## src/rtl/csel_pkg.sv

```systemverilog
package csel_pkg;
  localparam int TAG_W   = 16;
  localparam int WP_BIT  = 8;
  localparam int VAL_BIT = 0;

  typedef struct packed {
    logic [TAG_W-1:0] base;
    logic [TAG_W-1:0] mask;
    logic             wp;
    logic             valid;
  } csel_cfg_t;
endpackage

```

## src/rtl/csel_regfile.sv

```systemverilog
module csel_regfile
  import csel_pkg::*;
#(
  parameter int NUM_SEL = 6,
  parameter int DATA_W  = 32,
  parameter int IDX_W   = 4
) (
  input  logic                      clk,
  input  logic                      rst,
  input  logic                      wr_en,
  input  logic [IDX_W-1:0]          idx,
  input  logic [DATA_W-1:0]         wdata,
  output logic [DATA_W-1:0]         rdata,
  output csel_cfg_t [NUM_SEL-1:0]   cfg
);
  csel_cfg_t [NUM_SEL-1:0] cfg_q;
  logic [DATA_W-1:0]       rd_next;
  logic [NUM_SEL-1:0]      valid_vec;
  logic                    unused_wdata_bits;

  assign unused_wdata_bits = ^{wdata[DATA_W-TAG_W-1:WP_BIT+1], wdata[WP_BIT-1:VAL_BIT+1]};

  for (genvar i = 0; i < NUM_SEL; i++) begin : g_chan
    always_ff @(posedge clk) begin
      if (rst) begin
        cfg_q[i] <= '0;
      end else if (wr_en) begin
        if (idx == IDX_W'(2*i)) begin
          cfg_q[i].base <= wdata[DATA_W-1 -: TAG_W];
        end else if (idx == IDX_W'(2*i+1)) begin
          cfg_q[i].mask  <= wdata[DATA_W-1 -: TAG_W];
          cfg_q[i].wp    <= wdata[WP_BIT];
          cfg_q[i].valid <= wdata[VAL_BIT];
        end
      end
    end
    assign valid_vec[i] = cfg_q[i].valid;
  end

  always_comb begin
    rd_next = '0;
    for (int i = 0; i < NUM_SEL; i++) begin
      if (idx == IDX_W'(2*i)) begin
        rd_next[DATA_W-1 -: TAG_W] = cfg_q[i].base;
      end else if (idx == IDX_W'(2*i+1)) begin
        rd_next[DATA_W-1 -: TAG_W] = cfg_q[i].mask;
        rd_next[WP_BIT]            = cfg_q[i].wp;
        rd_next[VAL_BIT]           = cfg_q[i].valid;
      end
    end
  end

  always_ff @(posedge clk) begin
    if (rst) rdata <= '0;
    else     rdata <= rd_next;
  end

  assign cfg = cfg_q;


  valid_clear_chk: assert property (@(posedge clk) disable iff (rst)
    $past(rst) |-> (valid_vec == '0));
endmodule

```

## src/rtl/csel_match.sv

```systemverilog
module csel_match
  import csel_pkg::*;
#(
  parameter int NUM_SEL = 6
) (
  input  logic [TAG_W-1:0]        tag,
  input  csel_cfg_t [NUM_SEL-1:0] cfg,
  output logic [NUM_SEL-1:0]      hit
);
  for (genvar i = 0; i < NUM_SEL; i++) begin : g_cmp
    logic [TAG_W-1:0] diff;
    assign diff   = (tag ^ cfg[i].base) & ~cfg[i].mask;
    assign hit[i] = cfg[i].valid && (diff == '0);
  end
endmodule

```

## src/rtl/csel_arbiter.sv

```systemverilog
module csel_arbiter
  import csel_pkg::*;
#(
  parameter int NUM_SEL = 6
) (
  input  logic [NUM_SEL-1:0]      hit,
  input  csel_cfg_t [NUM_SEL-1:0] cfg,
  input  logic                    start,
  input  logic                    rd,
  output logic [NUM_SEL-1:0]      sel,
  output logic                    err
);
  logic [NUM_SEL-1:0] grant;
  logic [NUM_SEL-1:0] wp_vec;
  logic               boot_mode;
  logic               blocked;

  for (genvar i = 0; i < NUM_SEL; i++) begin : g_wp
    assign wp_vec[i] = cfg[i].wp;
  end

  assign boot_mode = !cfg[0].valid;
  assign grant     = hit & (~hit + NUM_SEL'(1));
  assign blocked   = (|(grant & wp_vec)) && !rd;

  always_comb begin
    sel = '0;
    err = 1'b0;
    if (start) begin
      if (boot_mode) begin
        sel[0] = 1'b1;
      end else if (blocked) begin
        err = 1'b1;
      end else begin
        sel = grant;
      end
    end
  end
endmodule

```

## src/rtl/csel_decoder.sv

```systemverilog
module csel_decoder
  import csel_pkg::*;
#(
  parameter int NUM_SEL = 6,
  parameter int ADDR_W  = 32,
  parameter int DATA_W  = 32,
  localparam int IDX_W  = $clog2(2*NUM_SEL)
) (
  input  logic               clk,
  input  logic               rst,
  input  logic [ADDR_W-1:0]  bus_addr,
  input  logic               bus_rd,
  input  logic               bus_start,
  input  logic               reg_wr,
  input  logic [IDX_W-1:0]   reg_idx,
  input  logic [DATA_W-1:0]  reg_wdata,
  output logic [DATA_W-1:0]  reg_rdata,
  output logic [NUM_SEL-1:0] cs_n,
  output logic               bus_err
);
  csel_cfg_t [NUM_SEL-1:0] cfg;
  logic [NUM_SEL-1:0]      hit;
  logic [NUM_SEL-1:0]      sel;
  logic                    unused_addr_low;

  assign unused_addr_low = ^bus_addr[ADDR_W-TAG_W-1:0];

  csel_regfile #(.NUM_SEL(NUM_SEL), .DATA_W(DATA_W), .IDX_W(IDX_W)) u_regs (
    .clk(clk), .rst(rst), .wr_en(reg_wr), .idx(reg_idx),
    .wdata(reg_wdata), .rdata(reg_rdata), .cfg(cfg)
  );

  csel_match #(.NUM_SEL(NUM_SEL)) u_match (
    .tag(bus_addr[ADDR_W-1 -: TAG_W]), .cfg(cfg), .hit(hit)
  );

  csel_arbiter #(.NUM_SEL(NUM_SEL)) u_arb (
    .hit(hit), .cfg(cfg), .start(bus_start), .rd(bus_rd),
    .sel(sel), .err(bus_err)
  );

  always_ff @(posedge clk) begin
    if (rst) cs_n <= '1;
    else     cs_n <= ~sel;
  end


  idle_high_chk: assert property (@(posedge clk) disable iff (rst)
    !bus_start |=> (cs_n == '1));

  single_sel_chk: assert property (@(posedge clk) disable iff (rst)
    $onehot0(~cs_n));

  err_write_chk: assert property (@(posedge clk) disable iff (rst)
    bus_err |-> (bus_start && !bus_rd));

  err_blocks_chk: assert property (@(posedge clk) disable iff (rst)
    bus_err |=> (cs_n == '1));

  boot_sel_chk: assert property (@(posedge clk) disable iff (rst)
    (bus_start && !cfg[0].valid) |=> (cs_n == {{(NUM_SEL-1){1'b1}}, 1'b0}));
endmodule

```

## config.mk

```make
export PLATFORM = sky130hd
export DESIGN_NAME = csel_decoder
export DESIGN_NICKNAME = d
export VERILOG_FILES = /design/src/rtl/csel_pkg.sv /design/src/rtl/csel_regfile.sv /design/src/rtl/csel_match.sv /design/src/rtl/csel_arbiter.sv /design/src/rtl/csel_decoder.sv
export SDC_FILE = /design/constraint.sdc
export NUM_CORES = 1
export LEC_CHECK = 0
export ABC_AREA = 1
export BUFFER_PORTS_ARGS = -buffer_cell sky130_fd_sc_hd__buf_2
export CAP_MARGIN = 10
export CORE_MARGIN = 8
export CORE_UTILIZATION = 24
export CTS_BUF_LIST = sky130_fd_sc_hd__clkbuf_2
export DETAILED_ROUTE_END_ITERATION = 6
export PLACE_DENSITY = 0.42
export SKIP_LAST_GASP = 1
export SYNTH_ARGS = -nofsm -noshare
export SYNTH_HDL_FRONTEND = slang
export SYNTH_SLANG_ARGS = --single-unit
```

## constraint.sdc

```tcl
create_clock -name clk -period 1.64 [get_ports clk]
set_input_delay 0.164 -clock clk [delete_from_list [all_inputs] [get_ports clk]]
set_output_delay 0.164 -clock clk [all_outputs]
set_load 0.005 [all_outputs]
```

==> results of run 1 <==
## final cells by class
| class | instances | share of cell area |
|---|---|---|
| multi-input cells | 1144 | 0.352 |
| flip-flops and latches | 228 | 0.269 |
| repair buffers | 520 | 0.246 |
| inverters | 244 | 0.0536 |
| well taps | 607 | 0.0441 |
| clock buffers | 104 | 0.0302 |
| clock inverters | 8 | 0.00479 |
| diodes | 6 | 0.000872 |
## synthesized netlist by cell type, drive strengths merged
cell / instances / area, µm²
o211ai: 1 / 7.51
a21oi: 264 / 1320
o2111ai: 2 / 17.5
and2: 1 / 6.26
nand2b: 1 / 6.26
o221ai: 10 / 87.6
clkbuf: 80 / 300
a211oi: 1 / 7.51
conb: 1 / 3.75
nand3b: 1 / 7.51
o21ai: 219 / 1100
inv: 244 / 916
nand2: 377 / 1430
a221oi: 13 / 114
buf: 35 / 219
nand3: 125 / 641
nor2: 81 / 332
nand4: 20 / 125
dfxtp: 228 / 4560
nor3: 6 / 30.0
o22ai: 8 / 50.1
## state kept, by name (all words and copies together) (netlist names)
register / flops
cs_n: 6
u_regs.rdata: 18
u_regs.cfg: 204
## through the flow
stage	setup WS [ns]	TNS, ns	hold WS (ns)	instance area, µm²	utilization
after CTS	-1.39	-13.04	-0.0796	16800	0.362
after floorplan	0.140	0	0.332	11300	-
after detailed placement	-0.673	-22.04	0.449	14900	0.321
after global placement	-0.720	-23.50	0.452	14900	0.321
after global routing	-1.54	-13.32	-0.0584	17200	0.371
final	-1.42	-11.54	-0.00486	17200	0.371
## worst max-delay path, delay by kind of cell (launching register included)
| family | cells | cell delay, ns |
|---|---|---|
| AO/OA/AOI/OAI | 1 | 0.12 |
| buffers and inverters | 21 | 2.48 |
| flip-flops | 1 | 0.39 |
## power by group
part / internal (W) / leakage (nW) / total (W) / switching (W)
clock: 0.00195 / 0.472 / 0.00466 / 0.00271
sequential: 0.00566 / 1.87 / 0.00572 / 0.0000677
combinational: 0.000752 / 4.98 / 0.00190 / 0.00115
total: 0.00836 / 7.32 / 0.0123 / 0.00392
## kinds of logic after synthesis
family | count (synthesis) | share of synthesized area
AO/OA/AOI/OAI | 518 | 0.240
buffers and inverters | 359 | 0.127
flip-flops | 228 | 0.405
other | 1 | 0.000333
AND/OR/NAND/NOR | 612 | 0.228
## cells in the final DEF, fill, tap and decap left out, types with 14 or more instances in the layout
cell	Yosys	final
nand3_2	3	52
nor2_2	8	23
inv_2	15	34
nor2_4	1	17
inv_1	229	208
buf_4	16	377
buf_2	16	60
dfxtp_1	228	178
dfxtp_2	0	49
nand4_1	20	20
o21ai_0	218	199
conb_1	1	14
a21oi_1	264	248
nor2_1	72	41
nand2_2	4	28
dlygate4sd3_1	0	43
nand3_1	122	64
a21oi_2	0	16
clkbuf_2	0	104
o21ai_1	1	14
buf_12	0	24
nand2_1	373	347
buf_6	1	15
## routing by layer
metal / global-route usage / part of all wire / vias up
met2: 0.317 / 0.46 / 402
met4: 0.0647 / 0.023 / 4
li1: - / - / 6603
met3: 0.0398 / 0.055 / 97
met1: 0.258 / 0.46 / 6229
met5: 0 / 0.00061 / -
## what timing repair did
action,in CTS,in global routing
endpoints found under the setup margin,34,130
setup buffers,60,14
pin swaps,34,49
hold endpoints to repair,228,50
hold buffers,40,8
gates cloned,0,1
gates resized for setup,143,136
## worst min-delay path by stage
stage	end	cells past startpoint
after global placement	cs_n[0]	3
after floorplan	u_regs.cfg[69]	2
after detailed placement	cs_n[0]	3
after global routing	cs_n[5]	12
after CTS	cs_n[5]	12
final	cs_n[5]	12
==> results.tsv, run 1 <==
stage	metric	value	unit
outcome	outcome	complete, but fails checks	
outcome	failing checks	hold timing, setup timing	
layout	area occupied by multi-input gates	0.00606	mm²
layout	area grow syn2layout	52.7	%
die	DIE AREA	0.0542	mm²
detailed_routing	vias	13300	
setup_path	slowest cell delay on critical path	0.39	ns
min_path	min-delay worst type	in -> reg	
detailed_routing	Final ANT Viol Nets	0	
sta	clock skew	0.0489	ns
pwr	Worst VDD drop	376	µV
job	# Max-Cap Violations	0	
die	row cnt	79	
synth	Avg Cell Area, Syn	6.56	µm²
layout	layout cell share with drive strength beyond 1	0.369	
sta	post-layout min period	3.06	ns
detailed_routing	post-DR wirelength/cell	19.0	µm
setup_path	worst reg2reg startpoint	u_regs.cfg[59]	
placed_design	dpl cells	2649	
placed_design	hpwl dp	37.9	mm
sta	endpoints failing setup	45	
global_routing	number of global-route vias before repair	13100	
sta	hold_ws	-0.00486	ns
setup_path	Critical Path RT	2.58	ns
die	Core Region	0.0465	mm²
synth	Cells after Synth	1718	
synth	#FFs+latches synth	228	
pwr	total power	0.0123	W
detailed_routing	Pre-antenna DRT Iters	5	
detailed_routing	DRC Markers	0	
min_path	Hold Crit Start	bus_addr[18]	
clocking	CTS Sinks	228	
sta	RSZ-0062 raised after global routing	yes	
clocking	CTS tree	done	
pwr	Pwr Density	713	mW/mm²
sta	final period utilization	1.86	
layout	fillers	4966	
layout	# nets final	2280	
synth	post-synthesis sequential area ratio	0.405	
clocking	Max Root-Sink Buffers	3	
placed_design	GP Congestion	0.885	
synth	area of the mapped netlist	0.0113	mm²
sta	highest clock rate	327	MHz
setup_path	Crit-path slowest cell	dfxtp_4	
setup_path	Worst Setup EP	u_regs.cfg[59]	
setup_path	type of origin of the critical path	register	
clocking	CTS buffer count	69	
die	Die Span Y	233	µm
setup_path	Setup Crit Path Kind	reg -> reg	
global_routing	gr ovfl total	0	
detailed_routing	DRT iter0 DRCs	928	
synth	YS warnings	0	
setup_path	R2R Path End	u_regs.cfg[59]	
setup_path	Worst Path Arrival	4.00	ns
die	Die Width	233	µm
setup_path	CP Cell Sequence	inv_4, buf_4, buf_4, buf_4, buf_4, buf_4, buf_4, buf_4, buf_4, buf_4, buf_4, buf_4, buf_4, buf_4, buf_4, buf_4, buf_4, buf_4, buf_4, buf_4, buf_4, a21oi_2	
placed_design	# port buffers	67	
setup_path	Critical path origin	u_regs.cfg[59]	
sta	Worst slew margin	0.608	
sta	slew of the pin with the lowest slew margin	0.587	ns
setup_path	R2R cell count	22	
sta	final hold violation count	1	
clocking	Clk Latency, worst-skew pair	1.01	ns
clocking	Root Buffer	clkbuf_2	
die	Starting Density	0.243	
sta	Final Slew Violations	0	
synth	library cells used by synthesis	30	
clocking	H-Tree Depth	3	
global_routing	first-pass GRT wire length	80.2	mm
layout	register area	0.00463	mm²
detailed_routing	detailed-route wire length	54.3	mm
setup_path	Crit. End Element	register	
setup_path	CP Max Fanout	3	
global_routing	largest net degree at the start of global routing	46	
clocking	clock-pin transition on the worst setup and hold timing paths	0.10	ns
detailed_routing	vias per cell	4.66	
die	# IOs	112	
pwr	P_leak	7.32	nW
global_routing	antenna violations before repair	7	
setup_path	CP most frequent cell	buf_4	
global_routing	gr usage total	0.196	
setup_path	FF-to-FF setup slack	-1.42	ns
sta	final setup margin	-1.42	ns
layout	non-filler cells, final	2861	
No activity file was read; power rests on OpenSTA's default activity.
==> run 2: changes to the inputs <==
MAX_ROUTING_LAYER = met4   (was unset)
PLACE_DENSITY = unset   (was 0.42)
PLACE_DENSITY_LB_ADDON = 0.05   (was unset)
==> run 2 against run 1 <==
- the flow still finishes with violations (hold timing, setup timing)
- clock power increased by 5.4%
- core utilization increased by 0.11 points
- sequential share of layout area decreased by 0.19 points
- count of clock-buffer cells in the layout increased by 6
- first-iteration DRC count increased by 2.4%
- global-route usage increased by 2.4 points
- power increased by 2.5%
- non-clock buffer count increased by 9
- largest power group unchanged
==> results.tsv, run 2 (synthesized netlist as in run 1, its figures left out) <==
stage	metric	value	unit
detailed_routing	DRC Markers	0	
sta	final setup margin	-1.39	ns
layout	max reg flops	204	
global_routing	first-pass GRT wire length	85.0	mm
die	Starting Density	0.243	
setup_path	CP most frequent cell	nand3_2	
die	DIE AREA	0.0542	mm²
layout	area grow syn2layout	53.2	%
clocking	Max Root-Sink Buffers	3	
die	row cnt	79	
layout	fillers	5109	
setup_path	slowest cell delay on critical path	0.33	ns
global_routing	antenna violations before repair	2	
die	Die Span Y	233	µm
setup_path	CP Max Fanout	3	
pwr	Worst VDD drop	368	µV
clocking	clock-pin transition on the worst setup and hold timing paths	0.09	ns
min_path	min-delay worst type	in -> reg	
setup_path	Setup Crit Path Kind	reg -> out	
setup_path	Crit. End Element	output pin	
pwr	Pwr Density	728	mW/mm²
detailed_routing	post-DR wirelength/cell	20.4	µm
placed_design	GP Congestion	0.839	
layout	Final Util	0.372	
detailed_routing	DRT iter0 DRCs	950	
setup_path	R2R cell count	24	
setup_path	FF-to-FF setup slack	-1.35	ns
clocking	CTS Sinks	228	
sta	Final Slew Violations	0	
setup_path	R2R Path End	cs_n[3]	
sta	RSZ-0062 raised after global routing	yes	
outcome	failing checks	hold timing, setup timing	
die	Die Width	233	µm
global_routing	number of global-route vias before repair	12900	
setup_path	Crit-path slowest cell	dfxtp_1	
detailed_routing	Pre-antenna DRT Iters	5	
sta	highest clock rate	331	MHz
sta	post-layout min period	3.03	ns
job	# Max-Cap Violations	0	
placed_design	hpwl dp	41.9	mm
placed_design	# port buffers	67	
setup_path	worst reg2reg startpoint	u_regs.cfg[99]	
sta	hold_ws	-0.0275	ns
clocking	Clk Latency, worst-skew pair	1.06	ns
detailed_routing	vias	13300	
detailed_routing	vias per cell	4.62	
sta	endpoints failing setup	13	
min_path	Worst Hold Path EP	cs_n[5]	
clocking	Root Buffer	clkbuf_2	
global_routing	gr usage total	0.220	
outcome	outcome	complete, but fails checks	
setup_path	Worst Path Buf+Inv	3	
detailed_routing	detailed-route wire length	58.7	mm
layout	most frequent cells in the layout	369 x buf_4, 352 x nand2_1, 252 x a21oi_1, 211 x inv_1, 202 x o21ai_0	
die	# IOs	112	
global_routing	largest net degree at the start of global routing	46	
setup_path	Critical Path RT	1.48	ns
layout	# nets final	2295	
die	Core Region	0.0465	mm²
sta	slew of the pin with the lowest slew margin	0.635	ns
setup_path	Worst Path Arrival	2.86	ns
global_routing	gr ovfl total	0	
clocking	H-Tree Depth	3	
clocking	hold-fix buffers at CTS	53	
pwr	P_leak	7.41	nW
min_path	Hold Path Stages	5	
sta	final period utilization	1.84	
min_path	Hold Crit Start	bus_rd	
sta	final hold violation count	4	
detailed_routing	Final ANT Viol Nets	0	
setup_path	CP Cell Sequence	inv_1, nand2_1, nand3_2, buf_4, nand4_1, nor2_2, nand3b_1, nand3_2, nor2_1, nor2_1, nand2_2, nand3_2, nor2_2, buf_2	
clocking	CTS buffer count	75	
clocking	CTS tree	done	
sta	clock skew	0.0958	ns
layout	commonest non-fill, non-tap cell in the layout	buf_4	
layout	layout cell share with drive strength beyond 1	0.352	
setup_path	crit-path leading delay family	simple AND/OR/NAND/NOR gates	
sta	Worst slew margin	0.577	
setup_path	type of origin of the critical path	register	
-- run 2: final cells by class --
type,instances,area [µm²],share of cell area
antenna,2,5.00,0.000290
sequential,228,4610,0.267
timing repair buffer,529,4400,0.255
clock buffer,110,551,0.0319
clock inverter,12,103,0.00594
multi-input combinational,1144,5930,0.343
inverter,244,918,0.0532
tap,607,759,0.0440
-- run 2: how the worst max path moves through the flow --
stage | slack, ns | depth (start not counted) | from | to
2_1_floorplan | 0.14 | 16 | bus_addr[21] | bus_err
3_3_place_gp | -0.60 | 17 | bus_addr[23] | bus_err
3_5_place_dp | -0.58 | 17 | bus_addr[23] | bus_err
4_1_cts | -1.48 | 16 | u_regs.cfg[156] | bus_err
5_1_grt | -1.60 | 14 | u_regs.cfg[99] | bus_err
6_report | -1.39 | 14 | u_regs.cfg[99] | bus_err
-- run 2: repair_timing --
item / 4_1_cts / 5_1_grt
gates resized for setup: 117 / 109
setup endpoints to repair: 33 / 47
buffers inserted: 26 / 5
pin swaps: 24 / 49
hold endpoints to repair: 227 / 6
-- run 2: power breakdown --
part	internal (W)	switching [W]	total, W	leakage, nW
Combinational	0.000776	0.00117	0.00195	5.04
Clock	0.00206	0.00285	0.00491	0.504
Sequential	0.00565	0.0000674	0.00572	1.86
Total	0.00850	0.00409	0.0126	7.41
-- run 2: tightest hold or removal path, cell delays in order --
cell and delay (ns):
dlygate4sd3_1 0.52, buf_2 0.09, inv_1 0.06, nand2_2 0.10
nand2_1 0.05
-- run 2: routing by layer --
layer | vias to the layer above | GRT usage | part of all wire
li1 | 6645 | - | -
met1 | 6201 | 0.280 | 0.46
met2 | 354 | 0.352 | 0.47
met3 | 78 | 0.0357 | 0.048
met4 | 0 | 0.0708 | 0.023
met5 | - | - | 0
-- run 2: stage by stage --
step	std cells	TNS (ns)	worst slack [ns]	total power, W	cell area (µm²)
5_1_grt	2875	-7.76	-1.60	0.0133	17300
6_report	2876	-4.34	-1.39	0.0126	17300
2_1_floorplan	1731	0	0.140	0.00657	11300
3_3_place_gp	2677	-16.88	-0.602	0.00758	15200
4_1_cts	2873	-8.15	-1.48	0.0128	16900
3_5_place_dp	2677	-17.30	-0.580	0.00758	15200
